===== src/rtl/nvm_seq_pkg.sv =====
package nvm_seq_pkg;
  typedef enum logic [1:0] {ST_EMPTY, ST_WORD, ST_CMD} seq_st_e;
  typedef enum logic [1:0] {CHK_OK, CHK_ACC, CHK_PV} chk_e;

  localparam logic [1:0] SEL_STAT  = 2'd0;
  localparam logic [1:0] SEL_CMD   = 2'd1;
  localparam logic [1:0] SEL_CFG   = 2'd2;

  localparam logic [7:0] OP_VERIFY = 8'h05;
  localparam logic [7:0] OP_PROG   = 8'h20;
  localparam logic [7:0] OP_SECT   = 8'h40;
  localparam logic [7:0] OP_MASS   = 8'h41;

  localparam int B_LAUNCH = 7;
  localparam int B_PVIOL  = 5;
  localparam int B_ACCERR = 4;
endpackage


===== src/rtl/nvm_cmd_check.sv =====
module nvm_cmd_check
  import nvm_seq_pkg::*;
#(
  parameter int ADDR_W = 16
) (
  input  logic [7:0]        code,
  input  logic [ADDR_W-1:0] addr,
  input  logic [ADDR_W-1:0] prot_lo,
  input  logic [ADDR_W-1:0] prot_hi,
  input  logic              prot_en,
  input  logic              secure_on,
  input  logic              src_untrusted,
  output chk_e              verdict
);
  logic known, in_range, touches;

  always_comb begin
    known    = (code == OP_VERIFY) || (code == OP_PROG) ||
               (code == OP_SECT)   || (code == OP_MASS);
    in_range = prot_en && (addr >= prot_lo) && (addr <= prot_hi);
    touches  = (code == OP_PROG) || (code == OP_SECT);
    if (!known)                                        verdict = CHK_ACC;
    else if (secure_on && src_untrusted && code != OP_MASS) verdict = CHK_ACC;
    else if (code == OP_MASS && prot_en)               verdict = CHK_PV;
    else if (touches && in_range)                      verdict = CHK_PV;
    else                                               verdict = CHK_OK;
  end
endmodule


===== src/rtl/nvm_op_timer.sv =====
module nvm_op_timer #(
  parameter int OP_CYCLES = 12
) (
  input  logic clk,
  input  logic rst_n,
  input  logic start,
  input  logic abort,
  output logic busy,
  output logic pend
);
  localparam int CNT_W = (OP_CYCLES > 1) ? $clog2(OP_CYCLES) : 1;
  localparam logic [CNT_W-1:0] LAST = CNT_W'(OP_CYCLES - 1);

  logic             run_q, pend_q, finishing;
  logic [CNT_W-1:0] cnt_q;

  assign finishing = run_q && (cnt_q == '0);

  always_ff @(posedge clk) begin
    if (!rst_n) begin
      run_q  <= 1'b0;
      pend_q <= 1'b0;
      cnt_q  <= '0;
    end else if (abort) begin
      run_q  <= 1'b0;
      pend_q <= 1'b0;
      cnt_q  <= '0;
    end else begin
      if (finishing) begin
        if (pend_q) begin
          cnt_q  <= LAST;
          pend_q <= 1'b0;
        end else begin
          run_q <= 1'b0;
        end
      end else if (run_q) begin
        cnt_q <= cnt_q - 1'b1;
      end
      if (start) begin
        if (!run_q || (finishing && !pend_q)) begin
          run_q <= 1'b1;
          cnt_q <= LAST;
        end else begin
          pend_q <= 1'b1;
        end
      end
    end
  end

  assign busy = run_q;
  assign pend = pend_q;

  AST_PEND_NEEDS_RUN: assert property (@(posedge clk) disable iff (!rst_n)
    pend_q |-> run_q);
  AST_NO_START_ON_PEND: assert property (@(posedge clk) disable iff (!rst_n)
    start |-> !pend_q);
endmodule


===== src/rtl/nvm_cmd_seq.sv =====
module nvm_cmd_seq
  import nvm_seq_pkg::*;
#(
  parameter int ADDR_W    = 16,
  parameter int OP_CYCLES = 12
) (
  input  logic              clk,
  input  logic              rst_n,
  input  logic              reg_wr,
  input  logic              reg_rd,
  input  logic [1:0]        reg_sel,
  input  logic [7:0]        reg_wdata,
  output logic [7:0]        rd_data,
  input  logic              arr_wr,
  input  logic [ADDR_W-1:0] arr_addr,
  input  logic              prot_en,
  input  logic [ADDR_W-1:0] prot_lo,
  input  logic [ADDR_W-1:0] prot_hi,
  input  logic              secure_on,
  input  logic              src_untrusted,
  input  logic              stop_req,
  input  logic              wait_req,
  output logic              launch_empty,
  output logic              cmd_done,
  output logic              acc_err,
  output logic              prot_err,
  output logic              done_irq
);
  seq_st_e           st_q, st_n;
  logic [7:0]        cmd_q;
  logic [ADDR_W-1:0] addr_q;
  logic              acc_q, pv_q, irq_en_q;
  logic [7:0]        rd_q;
  logic              busy, pend, active, lock, abort;
  logic              wr_stat, wr_cmd, wr_other;
  logic              set_acc, set_pv, start, latch_addr, latch_cmd;
  chk_e              verdict;

  nvm_cmd_check #(.ADDR_W(ADDR_W)) u_check (
    .code(reg_wdata), .addr(addr_q), .prot_lo(prot_lo), .prot_hi(prot_hi),
    .prot_en(prot_en), .secure_on(secure_on), .src_untrusted(src_untrusted),
    .verdict(verdict)
  );

  nvm_op_timer #(.OP_CYCLES(OP_CYCLES)) u_timer (
    .clk(clk), .rst_n(rst_n), .start(start), .abort(abort),
    .busy(busy), .pend(pend)
  );

  assign active   = busy || pend;
  assign lock     = acc_q || pv_q;
  assign abort    = stop_req && active;
  assign wr_stat  = reg_wr && (reg_sel == SEL_STAT);
  assign wr_cmd   = reg_wr && (reg_sel == SEL_CMD);
  assign wr_other = reg_wr && (reg_sel[1] == 1'b1);

  always_comb begin
    set_acc    = 1'b0;
    set_pv     = 1'b0;
    start      = 1'b0;
    latch_addr = 1'b0;
    latch_cmd  = 1'b0;
    st_n       = st_q;
    if (!abort && !lock) begin
      if (arr_wr) begin
        if (st_q == ST_EMPTY && !pend) begin
          latch_addr = 1'b1;
          st_n       = ST_WORD;
        end else begin
          set_acc = 1'b1;
        end
      end else if (wr_cmd) begin
        if (st_q != ST_WORD) set_acc = 1'b1;
        else begin
          case (verdict)
            CHK_ACC: set_acc = 1'b1;
            CHK_PV:  set_pv  = 1'b1;
            default: begin
              latch_cmd = 1'b1;
              st_n      = ST_CMD;
            end
          endcase
        end
      end else if (wr_stat) begin
        if (st_q != ST_EMPTY && !reg_wdata[B_LAUNCH]) set_acc = 1'b1;
        else if (st_q == ST_CMD) begin
          start = 1'b1;
          st_n  = ST_EMPTY;
        end
      end else if (wr_other && st_q == ST_CMD) begin
        set_acc = 1'b1;
      end
      if (set_acc || set_pv) st_n = ST_EMPTY;
    end
  end

  always_ff @(posedge clk) begin
    if (!rst_n) begin
      st_q     <= ST_EMPTY;
      cmd_q    <= '0;
      addr_q   <= '0;
      acc_q    <= 1'b0;
      pv_q     <= 1'b0;
      irq_en_q <= 1'b0;
    end else if (abort) begin
      st_q  <= ST_EMPTY;
      acc_q <= 1'b1;
    end else begin
      st_q  <= st_n;
      acc_q <= set_acc || (acc_q && !(wr_stat && reg_wdata[B_ACCERR]));
      pv_q  <= set_pv  || (pv_q  && !(wr_stat && reg_wdata[B_PVIOL]));
      if (latch_addr) addr_q <= arr_addr;
      if (latch_cmd)  cmd_q  <= reg_wdata;
      if (reg_wr && reg_sel == SEL_CFG) irq_en_q <= reg_wdata[0];
    end
  end

  always_ff @(posedge clk) begin
    if (!rst_n) rd_q <= '0;
    else if (reg_rd) begin
      case (reg_sel)
        2'd0:    rd_q <= {!pend, !active, pv_q, acc_q, 4'b0000};
        2'd1:    rd_q <= cmd_q;
        2'd2:    rd_q <= {7'b0000000, irq_en_q};
        default: rd_q <= '0;
      endcase
    end
  end

  assign rd_data      = rd_q;
  assign launch_empty = !pend;
  assign cmd_done     = !active;
  assign acc_err      = acc_q;
  assign prot_err     = pv_q;
  assign done_irq     = cmd_done && irq_en_q;

  AST_LAUNCH_DROPS_DONE: assert property (@(posedge clk) disable iff (!rst_n)
    start |=> !cmd_done);
  AST_LOCK_HOLDS_OFF: assert property (@(posedge clk) disable iff (!rst_n)
    lock |-> !start);
  AST_STOP_ABORTS: assert property (@(posedge clk) disable iff (!rst_n)
    (stop_req && active) |=> (cmd_done && acc_err && launch_empty));
  AST_ACC_STICKY: assert property (@(posedge clk) disable iff (!rst_n)
    (acc_q && !(wr_stat && reg_wdata[B_ACCERR])) |=> acc_q);
  AST_PV_STICKY: assert property (@(posedge clk) disable iff (!rst_n)
    (pv_q && !(wr_stat && reg_wdata[B_PVIOL])) |=> pv_q);
  AST_READ_NO_ERROR: assert property (@(posedge clk) disable iff (!rst_n)
    (!acc_q && !pv_q && !reg_wr && !arr_wr && !stop_req) |=> (!acc_q && !pv_q));
  AST_WAIT_NO_ABORT: assert property (@(posedge clk) disable iff (!rst_n)
    (wait_req && !stop_req && busy && !reg_wr && !arr_wr && !acc_q) |=> (!acc_q && (busy || cmd_done)));
endmodule


===== config.mk =====
export PLATFORM = sky130hd
export DESIGN_NAME = nvm_cmd_seq
export DESIGN_NICKNAME = d
export VERILOG_FILES = /design/src/rtl/nvm_seq_pkg.sv /design/src/rtl/nvm_cmd_check.sv /design/src/rtl/nvm_op_timer.sv /design/src/rtl/nvm_cmd_seq.sv
export SDC_FILE = /design/constraint.sdc
export NUM_CORES = 1
export LEC_CHECK = 0
export ABC_AREA = 1
export BUFFER_PORTS_ARGS = -buffer_cell sky130_fd_sc_hd__buf_2
export CORE_ASPECT_RATIO = 1.2
export CORE_MARGIN = 2
export CORE_UTILIZATION = 48
export CTS_CLUSTER_SIZE = 25
export DETAILED_ROUTE_END_ITERATION = 16
export PLACE_DENSITY = 0.87
export SLEW_MARGIN = 20
export SYNTH_ARGS = -nofsm -noshare
export SYNTH_HDL_FRONTEND = slang
export SYNTH_SLANG_ARGS = --single-unit

===== constraint.sdc =====
create_clock -name clk -period 1.9 [get_ports clk]
set_clock_uncertainty 0.15 [all_clocks]
set_input_delay 0 -clock clk [delete_from_list [all_inputs] [get_ports clk]]
set_output_delay 0 -clock clk [all_outputs]
set_load 0.005 [all_outputs]

Word level (Yosys, flattened, before mapping)
Index checks and enable logic that the tools add are counted.

Register bits after elaboration: 43. Bits of input ports: 68. Output and inout port bits: 13. Word-level logic and storage cells: 139.

$add $sub $neg: 1. $lt $le $gt $ge: 2. Eq/ne operators: 15. Multiplexer cells: 57. Bitwise logic cells: 2. Reduce and logical (&&, ||, !) cells: 52.

Operator list (number): 1-bit two-way mux (38); 2-bit two-way mux (13); 8-bit one-hot mux with 3 select lines (1); 1-bit logical AND (22); 4-bit two-way mux (5); 8-bit by 7-bit == test with 1-bit output (second input constant) (2); 16-bit >= comparator (1); 16-bit <= comparator (1); 4-bit by 3-bit inequality test with 1-bit output (second input constant) (3); 1-bit logical OR (10); 8-bit by 3-bit == test with 1-bit output (second input constant) (1); 8-bit by 6-bit == test with 1-bit output (second input constant) (1); 1-bit zero test (8); 8-bit by 7-bit inequality test with 1-bit output (second input constant) (1); 4-bit nonzero test (2); 7-bit AND reduction (1); 2-bit == test (second input constant) (3); 2-bit AND reduction (3); 2-bit by 1-bit == test with 1-bit output (second input constant) (2); 2-bit zero test (2); 4-bit zero test (1); 2-bit OR reduction (2); 4-bit by 1-bit subtractor with 4-bit output (second input constant) (1); 3-bit by 1-bit inequality test with 1-bit output (second input constant) (1); 3 further kinds (4).

Depth between registers and ports, before layout
Gate-level depths: netlist of run 1.

Depth in word-level cells: 17. Mapped depth: 19. Gate-level depth less buffers: 18.

Cells and area by module
From an unflattened synthesis of run 1, not the netlist that was laid out.

Cell total of the unflattened synthesis: 443. Area, all modules: 3049.2 sq um.

Modules (own cells, without submodules): nvm_cmd_seq (times used 1, cells an instance 223, area each 1679.1 sq um, sequential area each 740.7 sq um); nvm_cmd_check (times used 1, cells an instance 167, area each 983.4 sq um, sequential area each 0.0 sq um); nvm_op_timer (times used 1, cells an instance 53, area each 386.6 sq um, sequential area each 120.1 sq um).

Least setup slack after synthesis of run 1
OpenSTA, ideal clock, no wires.

Kind: reg-to-reg. From: register addr_q[15]. To: register cmd_q[0]. Library setup time: 0.113 ns. Arrival: 1.703 ns. Data required time: 1.637 ns. Slack: -0.065 ns. Cell stages (with the launch flop): 14. Path buffers: 1. Clock period less this slack: 1.965 ns. Cells stage by stage: dfxtp_1 -> ha_1 -> nand2_2 -> nor4_4 -> nand2_1 -> nand2_1 -> nand2_1 -> nand2_1 -> nand2_1 -> nand3_1 -> nand4_4 -> buf_6 -> nor2_1 -> nor2_1.

Longest elaborated chain between the ends: 16. Elaborated cells on any way between the ends: 18. Classes of those cells: order compare: 2; eq/ne: 2; mux: 9; reduce/logical: 5.

RTL lines: start, declared (RTL line nvm_cmd_seq.sv:31) `logic [ADDR_W-1:0] addr_q;`; start signal, assigned (RTL line nvm_cmd_seq.sv:112) `if (latch_addr) addr_q <= arr_addr;`; 16-bit >= comparator (RTL line nvm_cmd_check.sv:20) `in_range = prot_en && (addr >= prot_lo) && (addr <= prot_hi);`; 1-bit logical AND (RTL line nvm_cmd_check.sv:20); 1-bit logical AND (*) (RTL line nvm_cmd_check.sv:20); 1-bit logical AND (*) (RTL line nvm_cmd_check.sv:25) `else if (touches && in_range) verdict = CHK_PV;`; 2-bit two-way mux (*) (RTL line nvm_cmd_check.sv:25); 2-bit two-way mux (*) (RTL line nvm_cmd_check.sv:24) `else if (code == OP_MASS && prot_en) verdict = CHK_PV;`; 2-bit two-way mux (*) (RTL line nvm_cmd_check.sv:23) `else if (secure_on && src_untrusted && code != OP_MASS) verdict = CHK_ACC;`; 2-bit two-way mux (*) (RTL line nvm_cmd_check.sv:22) `if (!known) verdict = CHK_ACC;`; 2-bit == test or 2-bit by 1-bit == test with 1-bit output (tied branches) (RTL line nvm_cmd_seq.sv:75) `case (verdict)`; 2-bit OR reduction (no line) (*); 1-bit two-way mux (*) (RTL line nvm_cmd_seq.sv:75); 1-bit two-way mux (*) (RTL line nvm_cmd_seq.sv:73) `if (st_q != ST_WORD) set_acc = 1'b1;`; 1-bit two-way mux (*) (RTL line nvm_cmd_seq.sv:72) `end else if (wr_cmd) begin`; 1-bit two-way mux (*) (RTL line nvm_cmd_seq.sv:65) `if (arr_wr) begin`; 1-bit two-way mux (*) (RTL line nvm_cmd_seq.sv:64) `if (!abort && !lock) begin`; 2-bit AND reduction (no line) (*); end signal, assigned (RTL line nvm_cmd_seq.sv:113) `if (latch_cmd) cmd_q <= reg_wdata;`; end, declared (RTL line nvm_cmd_seq.sv:30) `logic [7:0] cmd_q;`.

Every way passes the cells marked *; elsewhere a longest branch is shown, timed or not. A chain may end at the register's enable or synchronous reset.

Final worst setup path of run 1
From: register addr_q[1]. To: register cmd_q[6].

The elaborated chain is that of the path after synthesis.

==> flow_metrics.tcl, run 1 <==
set metrics [dict create \
    status "complete, but fails checks" \
    violations "negative setup slack" \
    synth_simple_gate_area_share_pct 28.7 \
    finalNetCount 634 \
    leakage_nw 2.02 \
    p_switching_mw 0.758 \
    final_util_pct 69.3 \
    crit_top_cell "nand2_1" \
    path_class "register to register" \
    period_share_pct 108 \
    fmax_ghz 0.486 \
    grt_usage_pct 25.1 \
    wl_per_cell_um 13.3 \
    synth-compound-area-share_pct 14.3 \
    synth_common_cells "nand2_1 (77), inv_1 (72), nor2_1 (65)" \
    core_um2 5740 \
    internal-power_mw 1.65 \
    critPathLaunchType "register" \
    cap_violations 0 \
    synth_fa_ha_area_share_pct 14.8 \
    setup_viol_count_final 11 \
    clk_path_buf_depth 2 \
    syn_nets 518 \
    hpwl_um 5590 \
    yosysUniqueCellTypes 36 \
    rsz0062_at_grt "yes" \
    cp_data_required_time_ps 1990 \
    fin_tns_setup_ps -1250 \
    grt_pass1_wl_um 13000 \
    worst_setup_path_end_kind "register" \
    syn_area_um2 2880 \
    layout_setup_ws_ps -157 \
    overflow 0 \
    numPlacedInstances 575 \
    io_pins 81 \
    clk_pin_slew_ps 90 \
    yosysTopAreaCell "dfxtp_1" \
    pwr-share-seq_pct 42.1 \
    dr.pass1.iters 4 \
    dp_slack_ps -147 \
    finalInstanceArea_um2 3980 \
    min_period_ps 2060 \
    vias 3115 \
    drt-initial-drc-count 167 \
    diodes 0 \
    drc_errors 0 \
    cts_buffers 5 \
    die_area_um2 6640 \
    port_buffers 79 \
    crit_path_top_delay_cell "dfxtp_4" \
    worstMarginPinSlew_ps 451 \
    power.density_nw_per_um2 606 \
    totalWireLength_um 8130 \
    syn_avg_cell_area_um2 6.92 \
    start_util_pct 50.2 \
    fill_cells 416 \
    path_cells "ha_4, inv_2, o21bai_1, nand2_1, nand2_1, nand2_1, nand2_1, nand2_1, nand2_1, nand2_1, nand2_1, nand2_2, nand3_4, nand4_4, nand2_2, nand2_1, nor2_1" \
    synth_top_area_share_pct 29.9 \
    power_mw 2.41 \
    viasPerCell 5.08 \
    synth-xor-area-share_pct 0 \
    syn_to_final_growth_pct 38.2 \
    die_x_um 74.7 \
    place_congestion 0.951 \
    synth_seq_area_share_pct 29.9 \
    antenna_found_initial 0 \
    syn_inst 416 \
    min_path_type "primary input to register" \
    hold_viol_final 0 \
    chipHeight_um 88.9 \
    rows 30 \
    async_reset_ff_share_pct 0 \
    h-tree-depth 2 \
    ir_worst_vdd_v 0.000432 \
    yosysWarnings 0 \
    cts_tree "done" \
    placed_area_um2 3420 \
    whs_ps 25.9 \
    synth_top_family_by_area "simple AND/OR/NAND/NOR gates" \
    synthMuxAreaShare_pct 0 \
    drive_gt1_share_pct 29.6 \
    yosys_most_used_dff "dfxtp_1" \
    antenna_left 0 \
    grt_pass1_vias 3153 \
    combPwrFrac_pct 27.0 \
    grt_max_degree 29 \
    cp_data_arrival_time_ps 2150 \
    synth_edf_count 0 \
    relSlewSlack_pct 69.6 \
    cts_root_buf "clkbuf_8" \
    switching_share_pct 31.4 \
    clkPwrFrac_pct 31.0 \
    synth_top_cells_by_area "dfxtp_1 (30%), ha_1 (15%), nand2_1 (10%)" \
    max_stage_delay_ps 370 \
    clock_sinks 43 \
    stdcell_count 613 \
    insertion_delay_ps 310 \
    critPathMaxFanout 7 \
    yosysMostFrequentCell "nand2_1" \
    slew_violations 0 \
    ys_ff_latch 43 \
]
placed cells by master, fill, tap and decap left out, drive strengths merged, types with 3 or more instances in the layout:
cell	synthesis	final
buf	4	89
nand2	81	81
inv	78	78
nor2	71	71
dfxtp	43	43
ha	34	34
o21ai	30	30
dlygate4sd3	0	27
a21oi	26	26
nand3	13	13
nor3	8	8
nand4	6	7
clkbuf	4	5
a31oi	4	4
o221ai	3	3
cell type report:
class                           instances  area (µm²)  share of cell area (%)
Sequential cell                        43         878                    22.1
Timing Repair Buffer                  116         741                    18.6
Clock inverter                          3        43.8                    1.10
Clock buffer                            5        68.8                    1.73
Inverter                               78         295                    7.42
Multi-Input combinational cell        288        1850                    46.6
Tap cell                               80         100                    2.51
power groups by stage:
stage	combinational [mW]	sequential [mW]	clock, mW
detailed placement	0.546	1.03	0
floorplan	0.358	1.02	0
finish	0.651	1.01	0.747
global route	0.733	1.02	0.784
global placement	0.525	1.02	0
CTS	0.625	1.01	0.750
critical path: cells and delay by family (launching register included):
family | cells | cell delay, ps
flops | 1 | 370
buf+inv | 1 | 30
simple gates | 14 | 1040
compound gates | 1 | 130
fa+ha+maj | 1 | 270
path summary, 6_finish.rpt:
path	start	to	slack (ps)	depth (start not counted)
max reg2reg	addr_q[1]	cmd_q[6]	-160	17
max	addr_q[1]	cmd_q[6]	-160	17
min	reg_wdata[4]	acc_err	30	4
min reg2reg	cmd_q[7]	cmd_q[7]	300	2
routing by layer:
| layer | vias up | GRT usage, % | share of wire, % |
|---|---|---|---|
| li1 | 1573 | - | - |
| met1 | 1403 | 25.8 | 39 |
| met2 | 121 | 49.1 | 53 |
| met3 | 18 | 5.01 | 6.6 |
| met4 | 0 | 8.60 | 1.6 |
| met5 | - | 0 | 0 |
state kept, by name (all words and copies together), names as in the netlist:
register	cells
rd_data	8
addr_q	16
st_q	2
cmd_q	8
irq_en_q	1
acc_err	1
prot_err	1
u_timer.pend	1
u_timer.cnt_q	4
u_timer.busy	1
logic make-up after synthesis:
logic type / after synthesis
buffers and inverters: 86
DFF: 43
adders and majority gates: 34
and+or+nand+nor: 182
AOI/OAI and AO/OA: 71
repair_timing:
action | 4_1_cts | 5_1_grt
gates cloned | 1 | 0
pin swaps | 9 | 3
endpoints found under the hold margin | 32 | 0
setup buffers | 1 | 1
gates resized for setup | 20 | 14
hold buffers | 27 | 0
endpoints found under the setup margin | 10 | 17
No activity file was read; power rests on OpenSTA's default activity.
==> run 2, diff against run 1 <==
- BUFFER_PORTS_ARGS: -buffer_cell sky130_fd_sc_hd__buf_2 -> -buffer_cell sky130_fd_sc_hd__clkbuf_2
- MAX_ROUTING_LAYER: unset -> met4
==> flow_metrics.tcl, run 2 (synthesis results as in run 1) <==
set metrics [dict create \
    start_util_pct 50.2 \
    layout_setup_ws_ps -154 \
    r2r_setup_slack_ps -150 \
    grt_pass1_wl_um 12700 \
    critPathLaunchType "register" \
    setup_viol_count_final 11 \
    insertion_delay_ps 310 \
    path_class "register to register" \
    syn_to_final_growth_pct 36.8 \
    cp_data_arrival_time_ps 2120 \
    crit_buf_inv 1 \
    hold_viol_final 0 \
    ir_worst_vdd_v 0.000488 \
    r2r_start "addr_q[1]" \
    internal-power_mw 1.53 \
    cts_tree "done" \
    cp_top_family "simple AND/OR/NAND/NOR gates" \
    drive_gt1_share_pct 28.9 \
    rsz0062_at_grt "yes" \
    grt_usage_pct 25.5 \
    placed_area_um2 3420 \
    cap_violations 0 \
    clk_pin_slew_ps 100 \
    grt_max_degree 27 \
    largest_reg_flops 16 \
    min-delay-start "reg_wdata[4]" \
    layout_commonest_cell "clkbuf_2" \
    antenna_left 0 \
    worst_setup_path_end_kind "register" \
    finalInstanceArea_um2 3940 \
    hpwl_um 5680 \
    min_path_type "primary input to register" \
    critPathMaxFanout 7 \
    clkPwrFrac_pct 27.8 \
    die_area_um2 6640 \
    die_x_um 74.7 \
    clock_sinks 43 \
    dp_slack_ps -204 \
    power_mw 2.30 \
    fmax_ghz 0.487 \
    period_share_pct 108 \
    overflow 0 \
    cts_root_buf "clkbuf_8" \
    hold_depth 4 \
    slew_violations 0 \
    switching_share_pct 33.6 \
    vias 3160 \
    rows 30 \
    viasPerCell 5.16 \
    dr.pass1.iters 5 \
    crit_path_top_delay_cell "dfxtp_4" \
    path_cells "ha_4, inv_2, o21bai_1, nand2_1, nand2_1, nand2_1, nand2_1, nand2_1, nand2_1, nand2_1, nand2_1, nand2_2, nand3_4, nand4_4, nor2_1, nor2_1" \
    violations "negative setup slack" \
    core_um2 5740 \
    max_stage_delay_ps 370 \
    worstMarginPinSlew_ps 458 \
    p_switching_mw 0.775 \
    place_congestion 0.963 \
    cts_buffers 5 \
    leakage_nw 2.01 \
    antenna_found_initial 0 \
    status "complete, but fails checks" \
    mostFrequentLayoutCells "clkbuf_2 (79), inv_1 (71), nand2_1 (71)" \
    combPwrFrac_pct 28.0 \
    crit_top_cell "nand2_1" \
    cp_data_required_time_ps 1960 \
    worstHoldEndpoint "acc_err" \
    drt-initial-drc-count 200 \
    io_pins 81 \
    power.density_nw_per_um2 585 \
    clk_path_buf_depth 2 \
    wl_per_cell_um 13.6 \
    reg2reg_depth 16 \
    min_period_ps 2050 \
    diodes 0 \
    rr_endpoint "cmd_q[6]" \
    port_buffers 79 \
    h-tree-depth 2 \
    relSlewSlack_pct 69.2 \
    grt_pass1_vias 3138 \
    pwr-share-seq_pct 44.1 \
    drc_errors 0 \
    largest-register "addr_q" \
    final_util_pct 68.6 \
    finalNetCount 633 \
    chipHeight_um 88.9 \
    totalWireLength_um 8300 \
]
==> run 2: cell count changes in the layout (fill, tap and decap cells not counted), sizes merged <==
cell,change
dlygate4sd3,-1
clkbuf,+79
inv,+2
clkinv,-1
buf,-79
bufinv,-1
==> run 2: what timing repair did <==
| item | CTS | global route |
|---|---|---|
| endpoints found under the setup margin | 10 | 14 |
| resized for setup | 8 | 19 |
| gates cloned | 1 | 0 |
| hold buffers | 26 | 0 |
| hold endpoints to repair | 32 | 0 |
| pin swaps | 8 | 11 |
| setup buffers | 1 | 1 |
==> run 2: how the worst max path moves through the flow <==
| stage | cells past startpoint | to | slack (ps) | start |
|---|---|---|---|---|
| final | 16 | cmd_q[6] | -150 | addr_q[1] |
| after detailed placement | 17 | cmd_q[2] | -200 | addr_q[1] |
| after CTS | 17 | cmd_q[2] | -140 | addr_q[1] |
| after global placement | 12 | cmd_q[0] | -100 | addr_q[11] |
| after global routing | 17 | cmd_q[5] | -290 | addr_q[1] |
| after floorplan | 13 | cmd_q[0] | 7 | addr_q[12] |
==> run 2: metrics by stage <==
| stage | hold WS [ps] | setup TNS (ps) | instances |
|---|---|---|---|
| floorplan | -20.6 | 0 | 416 |
| global placement | 77.6 | -720 | 575 |
| detailed placement | 80.7 | -1560 | 575 |
| CTS | 3.15 | -924 | 611 |
| global route | 39.5 | -2820 | 612 |
| finish | 24.3 | -1390 | 612 |
==> run 2: cell type report <==
cell class | instances | area [µm²]
well taps | 80 | 100
repair buffers | 115 | 731
inverters | 78 | 293
clock inverters | 3 | 26.3
fillers | 456 | 1800
multi-input cells | 288 | 1850
flip-flops and latches | 43 | 875
clock buffers | 5 | 68.8
==> run 2: power by group through the flow <==
| stage | Clock (mW) | Sequential (mW) | Combinational (mW) |
|---|---|---|---|
| 2_1_floorplan | 0 | 1.02 | 0.358 |
| 3_3_place_gp | 0 | 1.02 | 0.525 |
| 3_5_place_dp | 0 | 1.03 | 0.546 |
| 4_1_cts | 0.652 | 1.01 | 0.608 |
| 5_1_grt | 0.680 | 1.02 | 0.721 |
| 6_report | 0.641 | 1.02 | 0.645 |
==> run 2: metal layers <==
layer / track usage, % / vias up / wire [µm]
met5: - / - / 0
met4: 12.2 / 0 / 288
met3: 3.87 / 35 / 453
met2: 47.2 / 143 / 4270
met1: 25.6 / 1414 / 3290
li1: - / 1568 / -
==> run 2: worst register-to-register path: cells and delay by family (launching register included) <==
family,cells,cell delay [ps]
AND/OR/NAND/NOR,13,1030
AO/OA/AOI/OAI,1,130
buffers and inverters,1,30
flip-flops,1,370
adder cells (fa/ha/maj),1,270
==> run 3, diff against run 2 <==
- ABC_AREA: 1 -> unset
- ABC_CLOCK_PERIOD_IN_PS: unset -> 1900
- CORE_ASPECT_RATIO: 1.2 -> 0.9
- CORE_UTILIZATION: 48 -> 47
- PLACE_DENSITY: 0.87 -> 0.86
==> flow_metrics.tcl, run 3 <==
set metrics [dict create \
    status "complete, but fails checks" \
    violations "negative setup slack" \
    fin_tns_setup_ps -6430 \
    path_class "register to register" \
    largest-register "addr_q" \
    crit_path_top_delay_cell "o31a_2" \
    insertion_delay_ps 300 \
    min_period_ps 2560 \
    async_reset_ff_share_pct 0 \
    min_path_type "primary input to register" \
    synth_edf_count 0 \
    yosysTopAreaCell "dfxtp_1" \
    yosysMostFrequentCell "nand2_1" \
    vias 3067 \
    worstMarginPinSlew_ps 787 \
    syn_nets 451 \
    antenna_left 0 \
    path_cells "ha_4, nand4_1, nor2_1, a221o_1, o31a_2, a2111oi_4, buf_4, a2111oi_4, a21o_1" \
    finalNetCount 589 \
    r2r_setup_slack_ps -660 \
    syn_to_final_growth_pct 45.4 \
    wl_per_cell_um 15.6 \
    stdcell_count 556 \
    worst_setup_path_end_kind "register" \
    core_um2 5760 \
    cp_data_required_time_ps 1940 \
    cp_top_family "compound AO/OA/AOI/OAI gates" \
    viasPerCell 5.52 \
    power.density_nw_per_um2 520 \
    ir_worst_vdd_v 0.000329 \
    syn_avg_cell_area_um2 8.13 \
    die_area_um2 6680 \
    syn_area_um2 2840 \
    synth_top_area_share_pct 30.3 \
    place_congestion 0.938 \
    cap_violations 0 \
    rsz0062_at_grt "yes" \
    drive_gt1_share_pct 33.3 \
    setup_viol_count_final 10 \
    layout_commonest_cell "clkbuf_2" \
    overflow 0 \
    grt_pass1_wl_um 13700 \
    critPathLaunchType "register" \
    yosysUniqueCellTypes 41 \
    die_x_um 85.9 \
    clk_path_buf_depth 2 \
    start_util_pct 49.3 \
    syn_inst 349 \
    cts_root_buf "clkbuf_8" \
    finalInstanceArea_um2 4130 \
    fmax_ghz 0.390 \
    period_share_pct 135 \
    critPathMaxFanout 4 \
    relSlewSlack_pct 47.2 \
    totalWireLength_um 8690 \
    leakage_nw 1.93 \
    grt_pass1_vias 3097 \
    yosysWarnings 0 \
    rows 26 \
    mostFrequentLayoutCells "clkbuf_2 (79), nand2_1 (56), inv_1 (41)" \
    yosys_most_used_dff "dfxtp_1" \
    crit_buf_inv 1 \
    clock_sinks 43 \
    largest_reg_flops 16 \
    cp_data_arrival_time_ps 2610 \
    placed_area_um2 3640 \
    grt_max_degree 26 \
    synth_top_cells_by_area "dfxtp_1 (30%), ha_1 (15%), nand2_1 (7.5%)" \
    synth_seq_area_share_pct 30.3 \
    hpwl_um 5920 \
    synth_common_cells "nand2_1 (57), dfxtp_1 (43), inv_1 (41)" \
    diodes 0 \
    layout_setup_ws_ps -664 \
    dr.pass1.iters 5 \
    antenna_found_initial 0 \
    crit_top_cell "a2111oi_4" \
    numPlacedInstances 521 \
    chipHeight_um 77.7 \
    cts_tree "done" \
    hold_viol_final 0 \
    grt_usage_pct 26.6 \
    max_stage_delay_ps 380 \
    io_pins 81 \
    drc_errors 0 \
    clk_pin_slew_ps 80 \
    cts_buffers 5 \
    port_buffers 79 \
    ys_ff_latch 43 \
    h-tree-depth 2 \
    drt-initial-drc-count 130 \
    slew_violations 0 \
]
-- run 3: where the power goes --
group	internal (mW)	switching (mW)	leakage, nW
combinational	0.320	0.295	1.54
clock	0.246	0.306	0.0371
sequential	0.940	0.0425	0.355
-- run 3: what timing repair did --
item,4_1_cts,5_1_grt
pin swaps,7,13
setup endpoints to repair,10,13
setup buffers,4,1
gates cloned,1,0
hold buffers,23,0
resized for setup,15,10
hold endpoints to repair,25,0
-- run 3: worst paths after layout --
path             start   endpoint  cells past startpoint
min              rst_n  addr_q[2]                      2
min reg2reg  addr_q[0]  addr_q[0]                      2
max reg2reg  addr_q[8]    st_q[1]                      9
max          addr_q[8]    st_q[1]                      9
-- run 3: routing by layer --
metal | up-vias | wire [µm] | global-route usage, %
li1 | 1484 | - | -
met1 | 1414 | 3570 | 29.9
met2 | 132 | 4280 | 45.4
met3 | 37 | 531 | 4.89
met4 | 0 | 305 | 12.2
met5 | - | 0 | -
-- run 3: layout make-up --
cell class,count,area (µm²)
flip-flops and latches,43,885
inverters,41,154
fillers,430,1630
multi-input cells,255,2000
well taps,70,87.6
clock buffers,6,72.6
repair buffers,141,931
-- run 3: stage by stage --
step / hold WS, ps / utilization [%] / setup WS [ps] / total power, mW
floorplan: -12.6 / - / -486 / 1.27
global placement: 86.7 / 63.2 / -639 / 1.48
detailed placement: 89.3 / 63.2 / -715 / 1.51
CTS: 29.1 / 71.1 / -615 / 2.12
global route: 65.0 / 71.7 / -729 / 2.26
finish: 59.7 / 71.7 / -664 / 2.15
-- run 3: cell families after synthesis --
family / synth area share [%]
buffers and inverters: 7.01
DFF: 30.3
adders and majority gates: 15.0
xor gates and xnor gates: 0.617
and+or+nand+nor: 23.8
AOI/OAI and AO/OA: 20.5
muxes: 2.82
